## src/rtl/evdma_pkg.sv

```systemverilog
package evdma_pkg;
    typedef enum logic [0:0] {
        ST_WAIT = 1'b0,
        ST_MOVE = 1'b1
    } ev_state_e;
endpackage

```

## src/rtl/evdma_edge.sv

```systemverilog
module evdma_edge (
    input  logic clk,
    input  logic rst_n,
    input  logic ev_in,
    input  logic arm,
    output logic fire
);
    logic lvl_d, lvl_q;

    // The registered copy follows the line in every cycle, so an enable
    // issued while the line is high sees no edge.
    always_comb begin
        lvl_d = ev_in;
    end

    always_ff @(posedge clk or negedge rst_n) begin
        if (!rst_n) lvl_q <= 1'b0;
        else        lvl_q <= lvl_d;
    end

    assign fire = arm & ev_in & ~lvl_q;

    p_one_fire_per_edge_r2: assert property (@(posedge clk) disable iff (!rst_n)
        fire |=> !fire);
endmodule

```

## src/rtl/evdma_cnt.sv

```systemverilog
module evdma_cnt #(
    parameter int CNT_W = 8
) (
    input  logic             clk,
    input  logic             rst_n,
    input  logic             load,
    input  logic             step,
    input  logic [CNT_W-1:0] elem_m1,
    input  logic [CNT_W-1:0] frame_m1,
    output logic             frame_end,
    output logic             block_end
);
    typedef struct packed {
        logic [CNT_W-1:0] rl;
        logic [CNT_W-1:0] elem;
        logic [CNT_W-1:0] frame;
    } cnt_s;

    cnt_s cnt_d, cnt_q;

    assign frame_end = (cnt_q.elem == '0);
    assign block_end = frame_end && (cnt_q.frame == '0);

    always_comb begin
        cnt_d = cnt_q;
        if (load) begin
            cnt_d.rl    = elem_m1;
            cnt_d.elem  = elem_m1;
            cnt_d.frame = frame_m1;
        end else if (step && !block_end) begin
            if (frame_end) begin
                cnt_d.elem  = cnt_q.rl;
                cnt_d.frame = cnt_q.frame - 1'b1;
            end else begin
                cnt_d.elem  = cnt_q.elem - 1'b1;
            end
        end
    end

    always_ff @(posedge clk or negedge rst_n) begin
        if (!rst_n) cnt_q <= '0;
        else        cnt_q <= cnt_d;
    end

    p_elem_in_range_r5: assert property (@(posedge clk) disable iff (!rst_n)
        cnt_q.elem <= cnt_q.rl);
endmodule

```

## src/rtl/evdma_agen.sv

```systemverilog
module evdma_agen #(
    parameter int ADDR_W = 16
) (
    input  logic              clk,
    input  logic              rst_n,
    input  logic              load,
    input  logic [ADDR_W-1:0] src,
    input  logic [ADDR_W-1:0] idx,
    input  logic              step,
    input  logic              frame_end,
    output logic [ADDR_W-1:0] addr
);
    typedef struct packed {
        logic [ADDR_W-1:0] addr;
        logic [ADDR_W-1:0] idx;
    } ag_s;

    ag_s ag_d, ag_q;

    always_comb begin
        ag_d = ag_q;
        if (load) begin
            ag_d.addr = src;
            ag_d.idx  = idx;
        end else if (step) begin
            ag_d.addr = frame_end ? ag_q.addr + ag_q.idx
                                  : ag_q.addr + ADDR_W'(1);
        end
    end

    always_ff @(posedge clk or negedge rst_n) begin
        if (!rst_n) ag_q <= '0;
        else        ag_q <= ag_d;
    end

    assign addr = ag_q.addr;

    p_addr_inc_r4: assert property (@(posedge clk) disable iff (!rst_n)
        (step && !load && !frame_end) |=> (addr == $past(addr) + ADDR_W'(1)));
endmodule

```

## src/rtl/evdma_chan.sv

```systemverilog
module evdma_chan #(
    parameter int ADDR_W = 16,
    parameter int DATA_W = 16,
    parameter int CNT_W  = 8
) (
    input  logic              clk,
    input  logic              rst_n,
    input  logic [ADDR_W-1:0] cfg_src_addr,
    input  logic [CNT_W-1:0]  cfg_elem_m1,
    input  logic [CNT_W-1:0]  cfg_frame_m1,
    input  logic [ADDR_W-1:0] cfg_frame_idx,
    input  logic              en_set,
    input  logic              flag_clr,
    input  logic              sync_evt,
    output logic              mem_rd,
    output logic [ADDR_W-1:0] mem_addr,
    input  logic [DATA_W-1:0] mem_rdata,
    output logic              per_wr,
    output logic [DATA_W-1:0] per_wdata,
    output logic              en_stat,
    output logic              irq_pulse,
    output logic              irq_flag
);
    import evdma_pkg::*;

    typedef struct packed {
        ev_state_e st;
        logic      en;
        logic      irq;
        logic      flag;
    } ctl_s;

    ctl_s ctl_d, ctl_q;
    logic fire, load, step, frame_end, block_end, done;

    assign load = en_set & ~ctl_q.en;
    assign step = (ctl_q.st == ST_MOVE);
    assign done = step & block_end;

    evdma_edge i_edge (
        .clk   (clk),
        .rst_n (rst_n),
        .ev_in (sync_evt),
        .arm   (ctl_q.en & (ctl_q.st == ST_WAIT)),
        .fire  (fire)
    );

    evdma_cnt #(.CNT_W(CNT_W)) i_cnt (
        .clk       (clk),
        .rst_n     (rst_n),
        .load      (load),
        .step      (step),
        .elem_m1   (cfg_elem_m1),
        .frame_m1  (cfg_frame_m1),
        .frame_end (frame_end),
        .block_end (block_end)
    );

    evdma_agen #(.ADDR_W(ADDR_W)) i_agen (
        .clk       (clk),
        .rst_n     (rst_n),
        .load      (load),
        .src       (cfg_src_addr),
        .idx       (cfg_frame_idx),
        .step      (step),
        .frame_end (frame_end),
        .addr      (mem_addr)
    );

    always_comb begin
        ctl_d     = ctl_q;
        ctl_d.irq = done;
        case (ctl_q.st)
            ST_WAIT: if (fire) ctl_d.st = ST_MOVE;
            default: ctl_d.st = ST_WAIT;
        endcase
        if (load)      ctl_d.en = 1'b1;
        else if (done) ctl_d.en = 1'b0;
        ctl_d.flag = done | (ctl_q.flag & ~flag_clr);
    end

    always_ff @(posedge clk or negedge rst_n) begin
        if (!rst_n) ctl_q <= '{st: ST_WAIT, en: 1'b0, irq: 1'b0, flag: 1'b0};
        else        ctl_q <= ctl_d;
    end

    assign mem_rd    = fire;
    assign per_wr    = step;
    assign per_wdata = mem_rdata;
    assign en_stat   = ctl_q.en;
    assign irq_pulse = ctl_q.irq;
    assign irq_flag  = ctl_q.flag;

    p_wr_after_rd_r1: assert property (@(posedge clk) disable iff (!rst_n)
        mem_rd |=> per_wr);
    p_no_rd_disabled_r3: assert property (@(posedge clk) disable iff (!rst_n)
        !en_stat |-> !mem_rd);
    p_irq_drops_en_r6: assert property (@(posedge clk) disable iff (!rst_n)
        irq_pulse |-> !en_stat);
    p_irq_single_r6: assert property (@(posedge clk) disable iff (!rst_n)
        irq_pulse |=> !irq_pulse);
    p_flag_sticky_r7: assert property (@(posedge clk) disable iff (!rst_n)
        (irq_flag && !flag_clr) |=> irq_flag);
endmodule

```

## config.mk

```make
export PLATFORM = sky130hd
export DESIGN_NAME = evdma_chan
export DESIGN_NICKNAME = d
export VERILOG_FILES = /design/src/rtl/evdma_pkg.sv /design/src/rtl/evdma_edge.sv /design/src/rtl/evdma_cnt.sv /design/src/rtl/evdma_agen.sv /design/src/rtl/evdma_chan.sv
export SDC_FILE = /design/constraint.sdc
export NUM_CORES = 1
export LEC_CHECK = 0
export ABC_AREA = 0
export ABC_CLOCK_PERIOD_IN_PS = 3300
export BUFFER_PORTS_ARGS = -buffer_cell sky130_fd_sc_hd__buf_4
export CAP_MARGIN = 10
export CORE_UTILIZATION = 30
export DETAILED_ROUTE_END_ITERATION = 7
export GPL_ROUTABILITY_DRIVEN = 0
export HOLD_SLACK_MARGIN = 0.05
export PLACE_DENSITY_LB_ADDON = 0.1
export SLEW_MARGIN = 10
export SYNTH_ARGS = -nofsm -noshare
export SYNTH_HDL_FRONTEND = slang
export SYNTH_SLANG_ARGS = --single-unit
```

## constraint.sdc

```tcl
create_clock -name clk -period 3.3 [get_ports clk]
set_input_delay 0.66 -clock clk [delete_from_list [all_inputs] [get_ports clk]]
set_output_delay 0.66 -clock clk [all_outputs]
set_load 0.03 [all_outputs]
```

==> run_results.csv, run 1 <==
group,metric,value,unit
floorplanning,row_count,41,
finish,synthToLayoutAreaGrowth,20.43,%
critical_path,critPathMaxFanout,7,
synthesis,yosysUniqueCellTypes,52,
clock_network,postCtsSetupBuffers,0,
global_routing,grt_pass1_vias,3021,
clock_network,clkTransAtPathRegs,0.06,ns
place,portBuffers,73,
drt,wl,9850,µm
place,hpwl,6921,µm
finish,drive_gt1_share,21.27,%
min_path,hold_path.class,"in2async",
job,cap_violations,0,
run_status,status,"complete, no violations",
sta,finalSetupTns,0,ns
synthesis,async_flop_share,100.0,%
synthesis,synth_xor_area_share,4.925,%
power_and_ir_drop,p_leak,0.002167,µW
clock_network,post_cts_resized,0,
synthesis,synth_top_family_by_area,"simple AND/OR/NAND/NOR gates",
sta,grt_setup_unrepaired,"false",
synthesis,synth_top_area_cell,"dfrtp_1",
synthesis,yosysTopAreaCellShare,39.02,%
drt,vias_per_cell,4.738,
critical_path,crit_chain,"inv_1, ha_1, nor3b_2, and2_1, or2b_1, ha_1, fa_1, a21o_1, a21oi_2, nor2_1, a41oi_1, xor2_1, o21ai_0",
finish,final_area,0.004712,mm²
drt,wl_per_cell,14.59,µm
finish,final_cell_mix,"nand2_1, buf_4, dfrtp_1",
clock_network,cts_buffers,9,
power_and_ir_drop,powerDensity,737.3,mW/mm²
sta,hold_viol_final,0,
sta,min_period_over_period,92.29,%
global_routing,grt_use_total,15.78,%
synthesis,synth_seq_cells,61,
global_routing,grt_max_degree,62,
critical_path,slowest_stage,"dfrtp_1",
global_routing,overflow,0,
sta,slew_headroom,45.52,%
sta,maxSlewViolCount,0,
synthesis,avgSynthCellArea,8.524,µm²
synthesis,synth-adder-area-share,6.268,%
drt,dr.pass1.iters,4,
critical_path,required,3.51,ns
place,dpl_worst_slack,0.2140,ns
global_routing,grt_pass1_wl,15940,µm
floorplanning,ioPinCount,106,
critical_path,crit_path_frequent_cell,"ha_1",
synthesis,yosys-top-cells-area,"dfrtp_1, nand2_1, buf_4, ha_1, a21oi_1",
sta,min_period,3.046,ns
finish,n_fill_cell,1348,
clock_network,clk_latency,0.34,ns
floorplanning,core_region_area,0.01267,mm²
sta,setup_viol,0,
clock_network,cts_tree,"yes",
floorplanning,dieArea,0.01350,mm²
sta,worstMarginPinSlew,0.8172,ns
finish,num_antenna_cells,0,
critical_path,slowest_delay,0.44,ns
synthesis,synthSimpleGateAreaFrac,23.86,%
synthesis,synth_compound_area_share,14.58,%
power_and_ir_drop,finalPower,3474,µW
critical_path,path_class,"reg2reg",
sta,max_freq,328.3,MHz
global_routing,antenna_found_initial,0,
drt,drtIter0Drc,199,
clock_network,cts.path.max_buffers,2,
clock_network,root_buffer,"clkbuf_16",
synthesis,synth_fp_nets,547,
synthesis,seq_area_frac_synth,39.02,%
synthesis,synth_edf_count,0,
place,placedInstanceArea,0.004414,mm²
synthesis,netlist_instances,459,
synthesis,ys.flop_type,"dfrtp_1",
power_and_ir_drop,ir_worst_vdd,276.6,µV
drt,drc,0,
finish,layout_commonest_cell,"nand2_1",
drt,ant_nets,0,
floorplanning,die_w,116.2,µm
sta,skew,0.005263,ns
synthesis,syn-cell-area,0.003913,mm²
clock_network,htreeDepth,3,
clock_network,cts_sinks,61,
floorplanning,die_h,116.2,µm
critical_path,start_kind,"flip-flop",
finish,nets,586,
critical_path,endpoint_kind,"flip-flop",
synthesis,synth_mux_area_share,2.335,%
floorplanning,initial_core_util,30.88,%
critical_path,arrival,3.25,ns
sta,setup_ws,0.2544,ns
clock_network,cts-hold-fix-buffers,0,
drt,vias,3198,
synthesis,yosysWarningCount,0,
-- metal layers --
layer / global-route usage, % / wire length (µm) / vias to the layer above
li1: - / - / 1628
met1: 21.80 / 4993 / 1469
met2: 23.13 / 4127 / 88
met3: 5.345 / 596 / 13
met4: 4.957 / 133 / 0
met5: 0 / 0 / -
-- cell type report --
type | instances | area (µm²) | share of cell area (%)
multi-input combinational | 339 | 2049 | 43.49
clock inverter | 4 | 47.55 | 1.009
clock buffer | 12 | 246.5 | 5.231
sequential | 61 | 1526 | 32.40
timing repair buffer | 80 | 600.6 | 12.75
tap | 172 | 215.2 | 4.567
inverter | 7 | 26.28 | 0.5576
-- state kept, by name, indices dropped and copies added, names as in the netlist --
signal        cells
en_stat           1
per_wr            1
i_cnt.cnt_q      24
irq_pulse         1
i_edge.lvl_q      1
irq_flag          1
i_agen.addr      16
i_agen.ag_q      16
-- critical path: cells and delay by family, from the launching register on --
family | cells | cell delay, ns
simple gates | 4 | 0.67
buf+inv | 1 | 0.11
xor+xnor | 1 | 0.17
compound gates | 4 | 0.72
flops | 1 | 0.44
fa+ha+maj | 3 | 0.81
-- power by group --
group          switching, µW  internal [µW]  total [µW]
Combinational            708            557        1260
Sequential               258            996        1250
Clock                    353            603         955
-- stage by stage --
step,std cells,utilization (%),hold WS (ns)
6_report,675,37.19,0.4157
5_1_grt,675,37.19,0.4341
4_1_cts,675,37.16,0.4283
3_5_place_dp,659,34.84,0.4312
3_3_place_gp,659,34.84,0.4252
2_1_floorplan,459,-,0.3644
-- cell families (layout without fill, tap and decap cells) --
group	count (synthesis)	count (layout)
AO/OA/AOI/OAI	98	98
XOR/XNOR	22	22
adder cells (fa/ha/maj)	19	19
buffers and inverters	59	103
flip-flops	61	61
multiplexers	9	9
AND/OR/NAND/NOR	191	191
-- synth_stat cells, types with 2 or more instances --
master,count
nor3_1,3
a211oi_1,3
clkbuf_1,13
nand4_1,3
a31oi_1,6
nand3_1,6
ha_1,18
o22ai_1,2
buf_1,3
nor4_4,2
nand2b_1,2
a21oi_1,30
and2_1,3
inv_1,7
and3_1,13
xnor2_1,17
xor2_1,5
o31ai_1,2
nor3b_1,11
mux2i_1,8
a21o_1,2
or2_2,2
o21ai_1,7
dfrtp_1,61
nand2_1,104
nor4bb_1,2
o21bai_1,3
buf_4,32
o21ai_0,28
buf_2,3
o211ai_1,8
nor2_1,28
nor2b_1,3
-- final timing paths --
path	startpoint	end	slack [ns]	depth (start not counted)
worst max register to register	i_cnt.cnt_q[8]	i_agen.addr[10]	0.25	13
worst max-delay path	i_cnt.cnt_q[8]	i_agen.addr[10]	0.25	13
worst min register to register	i_edge.lvl_q	per_wr	0.44	1
worst min-delay path	rst_n	i_cnt.cnt_q[4]	0.42	1
max in group asynchronous	rst_n	i_agen.addr[11]	2.35	1
min in group clk	i_edge.lvl_q	per_wr	0.44	1
Note: power is estimated with default switching activity, not from simulation.
==> run 2: changes to the inputs <==
--- a/config.mk
+++ b/config.mk
@@ -9,7 +9,7 @@
 export ABC_CLOCK_PERIOD_IN_PS = 3300
 export BUFFER_PORTS_ARGS = -buffer_cell sky130_fd_sc_hd__buf_4
 export CAP_MARGIN = 10
-export CORE_UTILIZATION = 30
+export CORE_UTILIZATION = 50
 export DETAILED_ROUTE_END_ITERATION = 7
 export GPL_ROUTABILITY_DRIVEN = 0
 export HOLD_SLACK_MARGIN = 0.05
==> constraint.sdc (replaced) <==
create_clock -name clk -period 3.3 [get_ports clk]
set_input_delay 0.33 -clock clk [delete_from_list [all_inputs] [get_ports clk]]
set_output_delay 0.33 -clock clk [all_outputs]
set_load 0.03 [all_outputs]
==> run 2 against run 1 <==
Via count grew 1.0%. Maximum frequency shrank 1.6%. First-iteration DRC count shrank 28%. Critical path depth is the same. Wire length shrank 9.4%. Non-clock buffer count shrank 1. Sequential power is essentially flat. Total power shrank 2.0%. Combinational power is essentially flat. Largest cell class unchanged.
==> run_results.csv, run 2 (same netlist as run 1, synthesis figures left out) <==
group,metric,value,unit
run_status,status,"complete, no violations",
drt,vias_per_cell,5.376,
clock_network,cts_buffers,9,
floorplanning,dieArea,0.008183,mm²
critical_path,critPathMaxFanout,7,
critical_path,required,3.53,ns
finish,final_cell_mix,"nand2_1, buf_4, dfrtp_1",
finish,layout_commonest_cell,"nand2_1",
global_routing,grt_pass1_wl,14950,µm
drt,dr.pass1.iters,4,
place,hpwl,6158,µm
critical_path,arrival,3.32,ns
finish,num_antenna_cells,0,
critical_path,critPathTopFamily,"adder cells",
critical_path,start_kind,"flip-flop",
critical_path,path_buf_inv,1,
finish,drive_gt1_share,21.31,%
global_routing,overflow,0,
floorplanning,die_h,90.46,µm
clock_network,cts.path.max_buffers,2,
power_and_ir_drop,ir_worst_vdd,407.8,µV
sta,worst_hold_slack,0.05694,ns
sta,setup_viol,0,
drt,ant_nets,0,
sta,maxSlewViolCount,0,
clock_network,cts_tree,"yes",
clock_network,clkTransAtPathRegs,0.08,ns
drt,drc,0,
sta,grt_setup_unrepaired,"false",
global_routing,grt_max_degree,62,
finish,synthToLayoutAreaGrowth,17.33,%
job,cap_violations,0,
floorplanning,initial_core_util,52.81,%
clock_network,root_buffer,"clkbuf_8",
sta,max_freq,323.1,MHz
min_path,hold_path.class,"in2async",
drt,drtIter0Drc,144,
global_routing,antenna_found_initial,0,
global_routing,grt_use_total,22.97,%
clock_network,cts_sinks,61,
clock_network,htreeDepth,3,
drt,vias,3231,
critical_path,crit_path_frequent_cell,"ha_1",
sta,worstMarginPinSlew,0.7810,ns
sta,hold_viol_final,0,
sta,min_period_over_period,93.79,%
power_and_ir_drop,powerDensity,741.8,mW/mm²
critical_path,path_class,"reg2reg",
clock_network,post_cts_resized,0,
clock_network,clk_latency,0.35,ns
clock_network,postCtsSetupBuffers,0,
global_routing,grt_pass1_vias,3109,
critical_path,slowest_stage,"dfrtp_1",
sta,slew_headroom,47.93,%
sta,min_period,3.095,ns
drt,wl,8928,µm
place,portBuffers,73,
finish,nets,585,
floorplanning,ioPinCount,106,
drt,wl_per_cell,14.86,µm
critical_path,slowest_delay,0.45,ns
finish,largest_reg_flops,24,
floorplanning,die_w,90.46,µm
clock_network,cts-hold-fix-buffers,0,
critical_path,endpoint_kind,"flip-flop",
floorplanning,row_count,31,
sta,skew,0.01305,ns
critical_path,crit_chain,"inv_1, ha_1, nor3b_2, and2_1, or2b_1, ha_1, fa_1, a21o_1, a21oi_2, nor2_1, a41oi_1, xor2_1, o21ai_0",
finish,top_register,"i_cnt.cnt_q",
sta,finalSetupTns,0,ns
power_and_ir_drop,p_leak,0.002152,µW
floorplanning,core_region_area,0.007408,mm²
-- run 2: cell types whose count changed in the layout (fill, tap and decap cells not counted), sizes merged --
| cell | previous run | this run |
|---|---|---|
| bufinv | 1 | 3 |
| clkinv | 2 | 0 |
| buf | 80 | 79 |
| clkinvlp | 1 | 0 |
| clkbuf | 12 | 13 |
-- run 2: stage by stage --
step / worst slack [ns] / area, µm² / util (%) / cells / power (µW)
floorplan: 0.3350 / 3913 / - / 459 / 2265
global placement: 0.3025 / 4328 / 58.42 / 585 / 2492
detailed placement: 0.1670 / 4328 / 58.42 / 585 / 2528
CTS: 0.1655 / 4587 / 61.92 / 601 / 3417
global route: 0.007944 / 4591 / 61.97 / 601 / 3623
finish: 0.2050 / 4591 / 61.97 / 601 / 3405
-- run 2: layout make-up --
cell class	count	area (µm²)
Sequential cell	61	1526
Clock inverter	3	90.09
Clock buffer	13	168.9
Tap cell	99	123.9
Timing Repair Buffer	79	605.6
Fill cell	669	2818
Inverter	7	26.28
Multi-Input combinational cell	339	2049
-- run 2: power breakdown --
part	internal, µW	switching [µW]
Clock	565	309
Sequential	995	262
Combinational	558	717
-- run 2: path summary, 6_finish.rpt --
| kind | startpoint | cells after the start | slack [ns] | endpoint |
|---|---|---|---|---|
| worst max-delay path | i_cnt.cnt_q[8] | 13 | 0.20 | i_agen.addr[10] |
| worst min register to register | i_edge.lvl_q | 1 | 0.43 | per_wr |
| worst max register to register | i_cnt.cnt_q[8] | 13 | 0.20 | i_agen.addr[10] |
| min in group clk | sync_evt | 1 | 0.11 | i_edge.lvl_q |
| max in group asynchronous | rst_n | 1 | 2.72 | i_cnt.cnt_q[21] |
| worst min-delay path | rst_n | 1 | 0.06 | i_cnt.cnt_q[7] |
-- run 2: layer usage --
layer,wire length [µm],up-vias,GRT usage (%)
met2,3911,96,34.66
met1,4307,1500,32.54
met4,94,0,6.317
met5,0,-,0
li1,-,1625,-
met3,615,10,5.892
